**config.mk**
```make
export PLATFORM = sky130hd
export DESIGN_NAME = i2c_bit_engine
export DESIGN_NICKNAME = d
export VERILOG_FILES = /design/src/rtl/i2c_be_pkg.sv /design/src/rtl/i2c_be_tick.sv /design/src/rtl/i2c_be_shift.sv /design/src/rtl/i2c_be_seq.sv /design/src/rtl/i2c_bit_engine.sv
export SDC_FILE = /design/constraint.sdc
export NUM_CORES = 1
export LEC_CHECK = 0
export BUFFER_PORTS_ARGS = -buffer_cell sky130_fd_sc_hd__buf_2
export CORE_MARGIN = 4
export CORE_UTILIZATION = 25
export CTS_CLUSTER_DIAMETER = 50
export DETAILED_ROUTE_END_ITERATION = 6
export GPL_TIMING_DRIVEN = 0
export HOLD_SLACK_MARGIN = 0.06
export SYNTH_ARGS = -nofsm -noshare
export SYNTH_HDL_FRONTEND = slang
export SYNTH_SLANG_ARGS = --single-unit
```
**constraint.sdc**
```tcl
create_clock -name clk -period 3.1 [get_ports clk]
set_input_delay 0.31 -clock clk [delete_from_list [all_inputs] [get_ports clk]]
set_output_delay 0.31 -clock clk [all_outputs]
set_load 0.01 [all_outputs]
```
**src/rtl/i2c_be_pkg.sv**
```systemverilog
package i2c_be_pkg;

  // Opcodes seen on cmd_op
  typedef enum logic [2:0] {
    OP_RECOVER = 3'd0,
    OP_START   = 3'd1,
    OP_STOP    = 3'd2,
    OP_WRITE   = 3'd3,
    OP_READ    = 3'd4
  } op_e;

  // Sequencer states
  typedef enum logic [2:0] {
    S_IDLE = 3'd0,
    S_RREL = 3'd1,
    S_RCLK = 3'd2,
    S_STA  = 3'd3,
    S_STP  = 3'd4,
    S_WR   = 3'd5,
    S_RD   = 3'd6
  } seq_e;

endpackage

```
**src/rtl/i2c_be_tick.sv**
```systemverilog
// Unit timer: restarted by each accepted command, and the divisor is captured at that moment
module i2c_be_tick #(
  parameter int DIV_W = 16
) (
  input  logic             clk,
  input  logic             rst_n,
  input  logic             restart,
  input  logic [DIV_W-1:0] div_in,
  output logic             tick
);
  logic [DIV_W-1:0] cnt_q;
  logic [DIV_W-1:0] lim_q;

  always_ff @(posedge clk or negedge rst_n) begin
    if (!rst_n) begin
      cnt_q <= '0;
      lim_q <= '0;
    end else if (restart) begin
      cnt_q <= '0;
      lim_q <= (div_in == '0) ? '0 : div_in - 1'b1;
    end else if (cnt_q == lim_q) begin
      cnt_q <= '0;
    end else begin
      cnt_q <= cnt_q + 1'b1;
    end
  end

  assign tick = (cnt_q == lim_q);
endmodule

```
**src/rtl/i2c_be_shift.sv**
```systemverilog
// Byte shifter shared by transmit (msb out) and receive (lsb in)
module i2c_be_shift #(
  parameter int W = 8
) (
  input  logic         clk,
  input  logic         rst_n,
  input  logic         load,
  input  logic [W-1:0] load_val,
  input  logic         shift,
  input  logic         sin,
  output logic [W-1:0] q,
  output logic         msb
);
  always_ff @(posedge clk or negedge rst_n) begin
    if (!rst_n)     q <= '0;
    else if (load)  q <= load_val;
    else if (shift) q <= {q[W-2:0], sin};
  end

  assign msb = q[W-1];
endmodule

```
**src/rtl/i2c_be_seq.sv**
```systemverilog
// Phase sequencer: state, phase within a bit, bit index, and registered line levels
module i2c_be_seq
  import i2c_be_pkg::*;
#(
  parameter int BYTE_W     = 8,
  parameter int RCV_PULSES = 9
) (
  input  logic       clk,
  input  logic       rst_n,
  input  logic       accept,
  input  logic [2:0] op,
  input  logic       nack_in,
  input  logic       tick,
  input  logic       tx_msb,
  input  logic       sda_in,
  output logic       idle,
  output logic       scl_pull,
  output logic       sda_pull,
  output logic       sh_en,
  output logic       fin,
  output logic       fin_rd,
  output logic       fin_wr,
  output logic       ack_smp,
  output seq_e       st_o
);
  localparam int MAXB = (RCV_PULSES > BYTE_W) ? RCV_PULSES : BYTE_W;
  localparam int CW   = $clog2(MAXB + 1);
  localparam logic [CW-1:0] ACK_IDX  = CW'(BYTE_W);
  localparam logic [CW-1:0] RCV_LAST = CW'(RCV_PULSES - 1);

  seq_e          st_q, n_st;
  logic [2:0]    ph_q, n_ph;
  logic [CW-1:0] bt_q, n_bt;
  logic          scl_q, sda_q, n_scl, n_sda;
  logic          nack_q, ack_q, step, at_ack;

  // Index of the last unit in the current bit slot
  function automatic logic [2:0] last_ph(seq_e s, logic ack_slot);
    case (s)
      S_RCLK, S_STP: last_ph = 3'd3;
      S_STA:         last_ph = 3'd2;
      S_WR:          last_ph = ack_slot ? 3'd4 : 3'd3;
      S_RD:          last_ph = ack_slot ? 3'd4 : 3'd2;
      default:       last_ph = 3'd0;
    endcase
  endfunction

  assign at_ack = (bt_q == ACK_IDX);

  always_comb begin
    n_st = st_q;
    n_ph = ph_q;
    n_bt = bt_q;
    fin  = 1'b0;
    if (st_q == S_IDLE) begin
      if (accept) begin
        n_ph = '0;
        n_bt = '0;
        case (op_e'(op))
          OP_RECOVER: n_st = S_RREL;
          OP_START:   n_st = S_STA;
          OP_STOP:    n_st = S_STP;
          OP_WRITE:   n_st = S_WR;
          OP_READ:    n_st = S_RD;
          default:    fin  = 1'b1;
        endcase
      end
    end else if (tick) begin
      if (ph_q != last_ph(st_q, at_ack)) begin
        n_ph = ph_q + 3'd1;
      end else begin
        n_ph = '0;
        case (st_q)
          S_RREL: begin
            n_st = S_RCLK;
            n_bt = '0;
          end
          S_RCLK: begin
            if (bt_q == RCV_LAST) begin
              n_st = S_STP;
              n_bt = '0;
            end else begin
              n_bt = bt_q + 1'b1;
            end
          end
          S_WR, S_RD: begin
            if (at_ack) begin
              n_st = S_IDLE;
              fin  = 1'b1;
            end else begin
              n_bt = bt_q + 1'b1;
            end
          end
          default: begin
            n_st = S_IDLE;
            fin  = 1'b1;
          end
        endcase
      end
    end
  end

  assign step = accept || (tick && (st_q != S_IDLE));

  // Line levels for the unit being entered (1 = pull low); unlisted lines keep their level
  always_comb begin
    n_scl = scl_q;
    n_sda = sda_q;
    if (step && (n_st != S_IDLE)) begin
      case (n_st)
        S_RREL: begin
          n_scl = 1'b0;
          n_sda = 1'b0;
        end
        S_RCLK: begin
          n_sda = 1'b0;
          n_scl = (n_ph < 3'd2);
        end
        S_STA: begin
          case (n_ph)
            3'd0:    n_sda = 1'b0;
            3'd1:    begin n_scl = 1'b0; n_sda = 1'b0; end
            default: begin n_scl = 1'b0; n_sda = 1'b1; end
          endcase
        end
        S_STP: begin
          case (n_ph)
            3'd0:    n_scl = 1'b1;
            3'd1:    begin n_scl = 1'b1; n_sda = 1'b1; end
            3'd2:    begin n_scl = 1'b0; n_sda = 1'b1; end
            default: begin n_scl = 1'b0; n_sda = 1'b0; end
          endcase
        end
        S_WR: begin
          n_scl = (n_ph < 3'd2) || (n_ph == 3'd4);
          if (n_ph == 3'd1) n_sda = (n_bt == ACK_IDX) ? 1'b0 : !tx_msb;
        end
        S_RD: begin
          if (n_bt == ACK_IDX) begin
            n_scl = (n_ph < 3'd2) || (n_ph == 3'd4);
            if (n_ph == 3'd1) n_sda = !nack_q;
          end else begin
            n_sda = 1'b0;
            n_scl = (n_ph == 3'd0);
          end
        end
        default: ;
      endcase
    end
  end

  always_ff @(posedge clk or negedge rst_n) begin
    if (!rst_n) begin
      st_q   <= S_IDLE;
      ph_q   <= '0;
      bt_q   <= '0;
      scl_q  <= 1'b0;
      sda_q  <= 1'b0;
      nack_q <= 1'b0;
      ack_q  <= 1'b0;
    end else begin
      st_q  <= n_st;
      ph_q  <= n_ph;
      bt_q  <= n_bt;
      scl_q <= n_scl;
      sda_q <= n_sda;
      if (accept) nack_q <= nack_in;
      if (tick && (st_q == S_WR) && at_ack && (ph_q == 3'd3)) ack_q <= sda_in;
    end
  end

  // Shift at the end of a transmitted data bit, or at the sample point of a received bit
  assign sh_en = tick && !at_ack &&
                 (((st_q == S_WR) && (ph_q == last_ph(S_WR, 1'b0))) ||
                  ((st_q == S_RD) && (ph_q == 3'd1)));

  assign idle     = (st_q == S_IDLE);
  assign scl_pull = scl_q;
  assign sda_pull = sda_q;
  assign fin_rd   = fin && (st_q == S_RD);
  assign fin_wr   = fin && (st_q == S_WR);
  assign ack_smp  = ack_q;
  assign st_o     = st_q;
endmodule

```
**src/rtl/i2c_bit_engine.sv**
```systemverilog
module i2c_bit_engine
  import i2c_be_pkg::*;
#(
  parameter int DIV_W      = 16,
  parameter int BYTE_W     = 8,
  parameter int RCV_PULSES = 9
) (
  input  logic              clk,
  input  logic              rst_n,
  input  logic [DIV_W-1:0]  quarter_div,
  input  logic              cmd_valid,
  output logic              cmd_ready,
  input  logic [2:0]        cmd_op,
  input  logic [BYTE_W-1:0] cmd_data,
  input  logic              cmd_nack,
  output logic              done,
  output logic [BYTE_W-1:0] rsp_data,
  output logic              rsp_nack,
  output logic              scl_pull,
  output logic              sda_pull,
  input  logic              sda_in
);
  logic              accept, tick, idle, sh_en, tx_msb;
  logic              fin, fin_rd, fin_wr, ack_smp;
  logic [BYTE_W-1:0] sh_q;
  logic              done_q, nack_q;
  logic [BYTE_W-1:0] data_q;
  seq_e              seq_state;

  assign cmd_ready = idle;
  assign accept    = cmd_valid && idle;

  i2c_be_tick #(.DIV_W(DIV_W)) u_tick (
    .clk     (clk),
    .rst_n   (rst_n),
    .restart (accept),
    .div_in  (quarter_div),
    .tick    (tick)
  );

  i2c_be_shift #(.W(BYTE_W)) u_shift (
    .clk      (clk),
    .rst_n    (rst_n),
    .load     (accept && (op_e'(cmd_op) == OP_WRITE)),
    .load_val (cmd_data),
    .shift    (sh_en),
    .sin      (sda_in),
    .q        (sh_q),
    .msb      (tx_msb)
  );

  i2c_be_seq #(.BYTE_W(BYTE_W), .RCV_PULSES(RCV_PULSES)) u_seq (
    .clk      (clk),
    .rst_n    (rst_n),
    .accept   (accept),
    .op       (cmd_op),
    .nack_in  (cmd_nack),
    .tick     (tick),
    .tx_msb   (tx_msb),
    .sda_in   (sda_in),
    .idle     (idle),
    .scl_pull (scl_pull),
    .sda_pull (sda_pull),
    .sh_en    (sh_en),
    .fin      (fin),
    .fin_rd   (fin_rd),
    .fin_wr   (fin_wr),
    .ack_smp  (ack_smp),
    .st_o     (seq_state)
  );

  always_ff @(posedge clk or negedge rst_n) begin
    if (!rst_n) begin
      done_q <= 1'b0;
      nack_q <= 1'b0;
      data_q <= '0;
    end else begin
      done_q <= fin;
      if (fin_rd) data_q <= sh_q;
      if (fin_wr) nack_q <= ack_smp;
    end
  end

  assign done     = done_q;
  assign rsp_data = data_q;
  assign rsp_nack = nack_q;
endmodule

```
==> summary.txt <==
Outcome
  – Status: complete, but fails checks
  – Failing checks: negative setup slack

Clock network
  – Clock Tree Buf Depth: 2
  – H-tree Lvls: 3
  – Hold buffers post-CTS: 0
  – Sink count of the clock tree: 64
  – CTS Buf Count: 9
  – Clk_lat worst skew: 330 ps
  – TritonCTS clock tree: yes
  – CTS root buf: clkbuf_16
  – CTS clk-pin slew, worst paths: ~60 ps

Place
  – # placed instances: 674
  – Hpwl dp: 7.237 mm
  – Placed cell areas: between 4000 and 5000 µm²
  – Port Buffers: 43
  – Pre-CTS setup slack: -757.6 ps
  – Placer Congestion: about 0.92

Timing
  – Highest Clock Rate: 318.0 MHz
  – RSZ-0062 raised after global routing: true
  – Rel. slew slack: 46.37%
  – Ratio of final minimum period to clock period: 101.4%
  – Clock Skews: ~5.2 ps
  – Setup TNS: -44.23 ps
  – Fin crit period: 3144 ps
  – Final hold vios: 0
  – Final Max Tran Viols: 0
  – Final WS setup: -44.23 ps
  – Setup Viol. Count Final: 1
  – Worst-Margin Slew: 797.2 ps

Floorplan
  – # IOs: 45
  – Die H: 133.8 µm
  – Die W: 133.8 µm
  – Initial Util: 25.73%
  – Die area: between 15,000 and 20,000 µm²
  – Core region area: 15,370 µm²
  – Row Count: 45

Route
  – Vias per inst: 4.834
  – Vias after detailed routing: roughly 3,500
  – Detailed-route wire length per cell: 14.52 µm
  – Initial drt markers: 300
  – Routed Antenna Nets: 0
  – Drt first pass iters: 5
  – Final wirelength: 10.51 mm
  – Drt drc: 0

Synthesis
  – Mux contribution to synthesized area: 5.663%
  – Syn Nets: between 400 and 500
  – Post-Syn Instances: 420
  – Area share of and/or/nand/nor cells after synthesis: roughly 20%
  – Synth Area in Compound Gates: 16.26%
  – Primary FF master, synth: dfrtp_1
  – FFs w/ async S/R, synth: 100.0%
  – Post-Synth Adder-Cell Area: 4.113%
  – Post-synthesis sequential area ratio: 40.49%
  – Unique masters post-synth: 66
  – Largest family of logic cells by synthesized area: simple AND/OR/NAND/NOR gates
  – EDFF count, synth: 0
  – Mapped Area: 3955 µm²
  – Synth warn: 0
  – Average size of a mapped cell: 9.417 µm²
  – Flops & latches, synth: 64
  – XOR/XNOR Fraction of Synth Area: 9.965%

Finish
  – # diodes: 0
  – Non-filler cells, final: approximately 720
  – Area added between synthesis and finish: 32.68%
  – Fill count: 1,570
  – Cell area after layout: 5248 µm²
  – Sequential cell area: about 1600 µm²
  – Fin nets: 553
  – Commonest non-fill, non-tap cell in the layout: dfrtp_1
  – Multi-input logic area: 2424 µm²
  – Commonest cells after routing, fill and taps aside: 60 x dfrtp_1, 43 x buf_2, 42 x nor2_1
  – Share of layout cells above drive strength 1: 31.19%

Critical path
  – Crit. End Element: flop
  – Critical Path Source: u_seq.st_o[1]$_DFF_PN0_
  – Slowest cell on crit path: or4_4
  – Top Family by Delay on Critical Path: compound AO/OA/AOI/OAI gates
  – R2R Path Start: u_seq.st_o[1]$_DFF_PN0_
  – CP max stage delay: 520 ps
  – CP Launch Type: flop
  – Critical Path RT: 3320 ps
  – Worst Path Buf+Inv: 3
  – Crit path max fanout: 7
  – Crit-path cells: inv_4 -> ha_4 -> buf_6 -> o21a_4 -> and3_4 -> o211ai_4 -> a2111o_1 -> o221a_4 -> inv_6 -> a221oi_4 -> nor4bb_2 -> or4_4 -> mux2i_1
  – Critical Path AT: 3360 ps
  – Setup CP Type: flop to flop

GRT
  – Vias in the first global route: 3,339
  – Initial antenna violation count: 0
  – First-pass GRT wire length: 16.35 mm
  – GRT Util Overall: ~11%
  – Global route total overflow: 0
  – Largest net degree at the start of global routing: 65

Pwr
  – Leak Pwr: ~2.3 nW
  – Total power draw: 4.061 mW
  – Worst vdd ir: 0.3113 mV
  – Power density over cell area: between 700 and 800 nW/µm²

Min path
  – Hold Path Class: input port to asynchronous set/reset pin

Flow run
  – Max-Cap Viols: 0
==> worst paths after layout <==
check / endpoint / slack (ps) / cells after the start
max reg2reg: u_seq.sda_pull$_DFFE_PN0P_ / -40 / 13
min: u_tick.lim_q[13]$_DFFE_PN0P_ / 70 / 1
max: u_seq.sda_pull$_DFFE_PN0P_ / -40 / 13
min in group clk: u_seq.nack_q$_DFFE_PN0P_ / 210 / 2
min reg2reg: u_tick.lim_q[3]$_DFFE_PN0P_ / 500 / 1
max in group asynchronous: u_seq.st_o[1]$_DFF_PN0_ / 2460 / 1
==> stage by stage <==
stage	util, %	hold slack [ps]
6_report	34.14	71.78
3_3_place_gp	28.85	481.5
4_1_cts	31.60	99.02
3_5_place_dp	28.86	457.4
5_1_grt	34.14	151.8
2_1_floorplan	-	14.41
==> power by group <==
group | total (mW) | leakage (nW) | internal [mW] | switching, mW
logic | 1.81 | 1.35 | 0.805 | 1.00
registers | 1.24 | 0.836 | 1.04 | 0.198
clock network | 1.02 | 0.152 | 0.639 | 0.376
total | 4.06 | 2.34 | 2.49 | 1.57
==> registers in the layout, indices dropped and copies added (netlist names), 3 cells and up <==
register      count
u_seq.st_o        3
u_seq.bt_q        4
u_tick.lim_q     16
u_shift.q         8
u_tick.cnt_q     16
u_seq.ph_q        3
rsp_data          8
==> area by class of cell <==
| cell class | instances | share of cell area, % |
|---|---|---|
| timing repair buffer | 77 | 9.204 |
| clock inverter | 6 | 1.121 |
| tap | 211 | 5.031 |
| inverter | 16 | 1.454 |
| multi-input combinational | 325 | 46.18 |
| clock buffer | 10 | 4.554 |
| buffer | 15 | 1.836 |
| sequential | 64 | 30.62 |
==> metal layers <==
metal  part of all wire [%]  vias to the layer above  track usage, %
li1                       -                     1685               -
met1                     45                     1688           14.20
met2                     48                      108           18.36
met3                    5.9                       19           3.263
met4                    1.5                        0           4.057
met5                      0                        -               0
==> kinds of logic after synthesis <==
| group | Yosys count |
|---|---|
| simple gates | 154 |
| xor+xnor | 45 |
| compound gates | 92 |
| fa+ha+maj | 13 |
| buf+inv | 31 |
| flops | 64 |
| mux | 21 |
==> timing repair <==
| item | 4_1_cts | 5_1_grt |
|---|---|---|
| gates resized for setup | 18 | 46 |
| pin swaps | 4 | 18 |
| setup buffers | 7 | 27 |
| setup endpoints to repair | 18 | 18 |
==> synth_stat cells (3+ instances only) <==
master,instances,area (µm²)
and4_1,3,26.28
buf_2,3,15.01
nand2b_1,5,31.28
nor4_2,4,50.05
nor4_1,4,25.02
dfrtp_1,64,1602
nor2_1,43,161.4
mux2i_1,10,100.1
xnor2_1,19,166.4
and3_1,9,56.30
o31ai_1,5,37.54
ha_1,13,162.7
o211ai_1,3,22.52
clkbuf_1,9,33.78
mux2_2,11,123.9
xor2_1,26,227.7
or4_1,4,30.03
inv_2,3,11.26
a21oi_1,17,85.08
nor3_1,10,50.05
inv_1,13,48.80
a21o_1,4,30.03
nand2_1,43,161.4
o21ai_0,31,155.2
nand3_1,13,65.06
(Power assumes the default switching activity.)
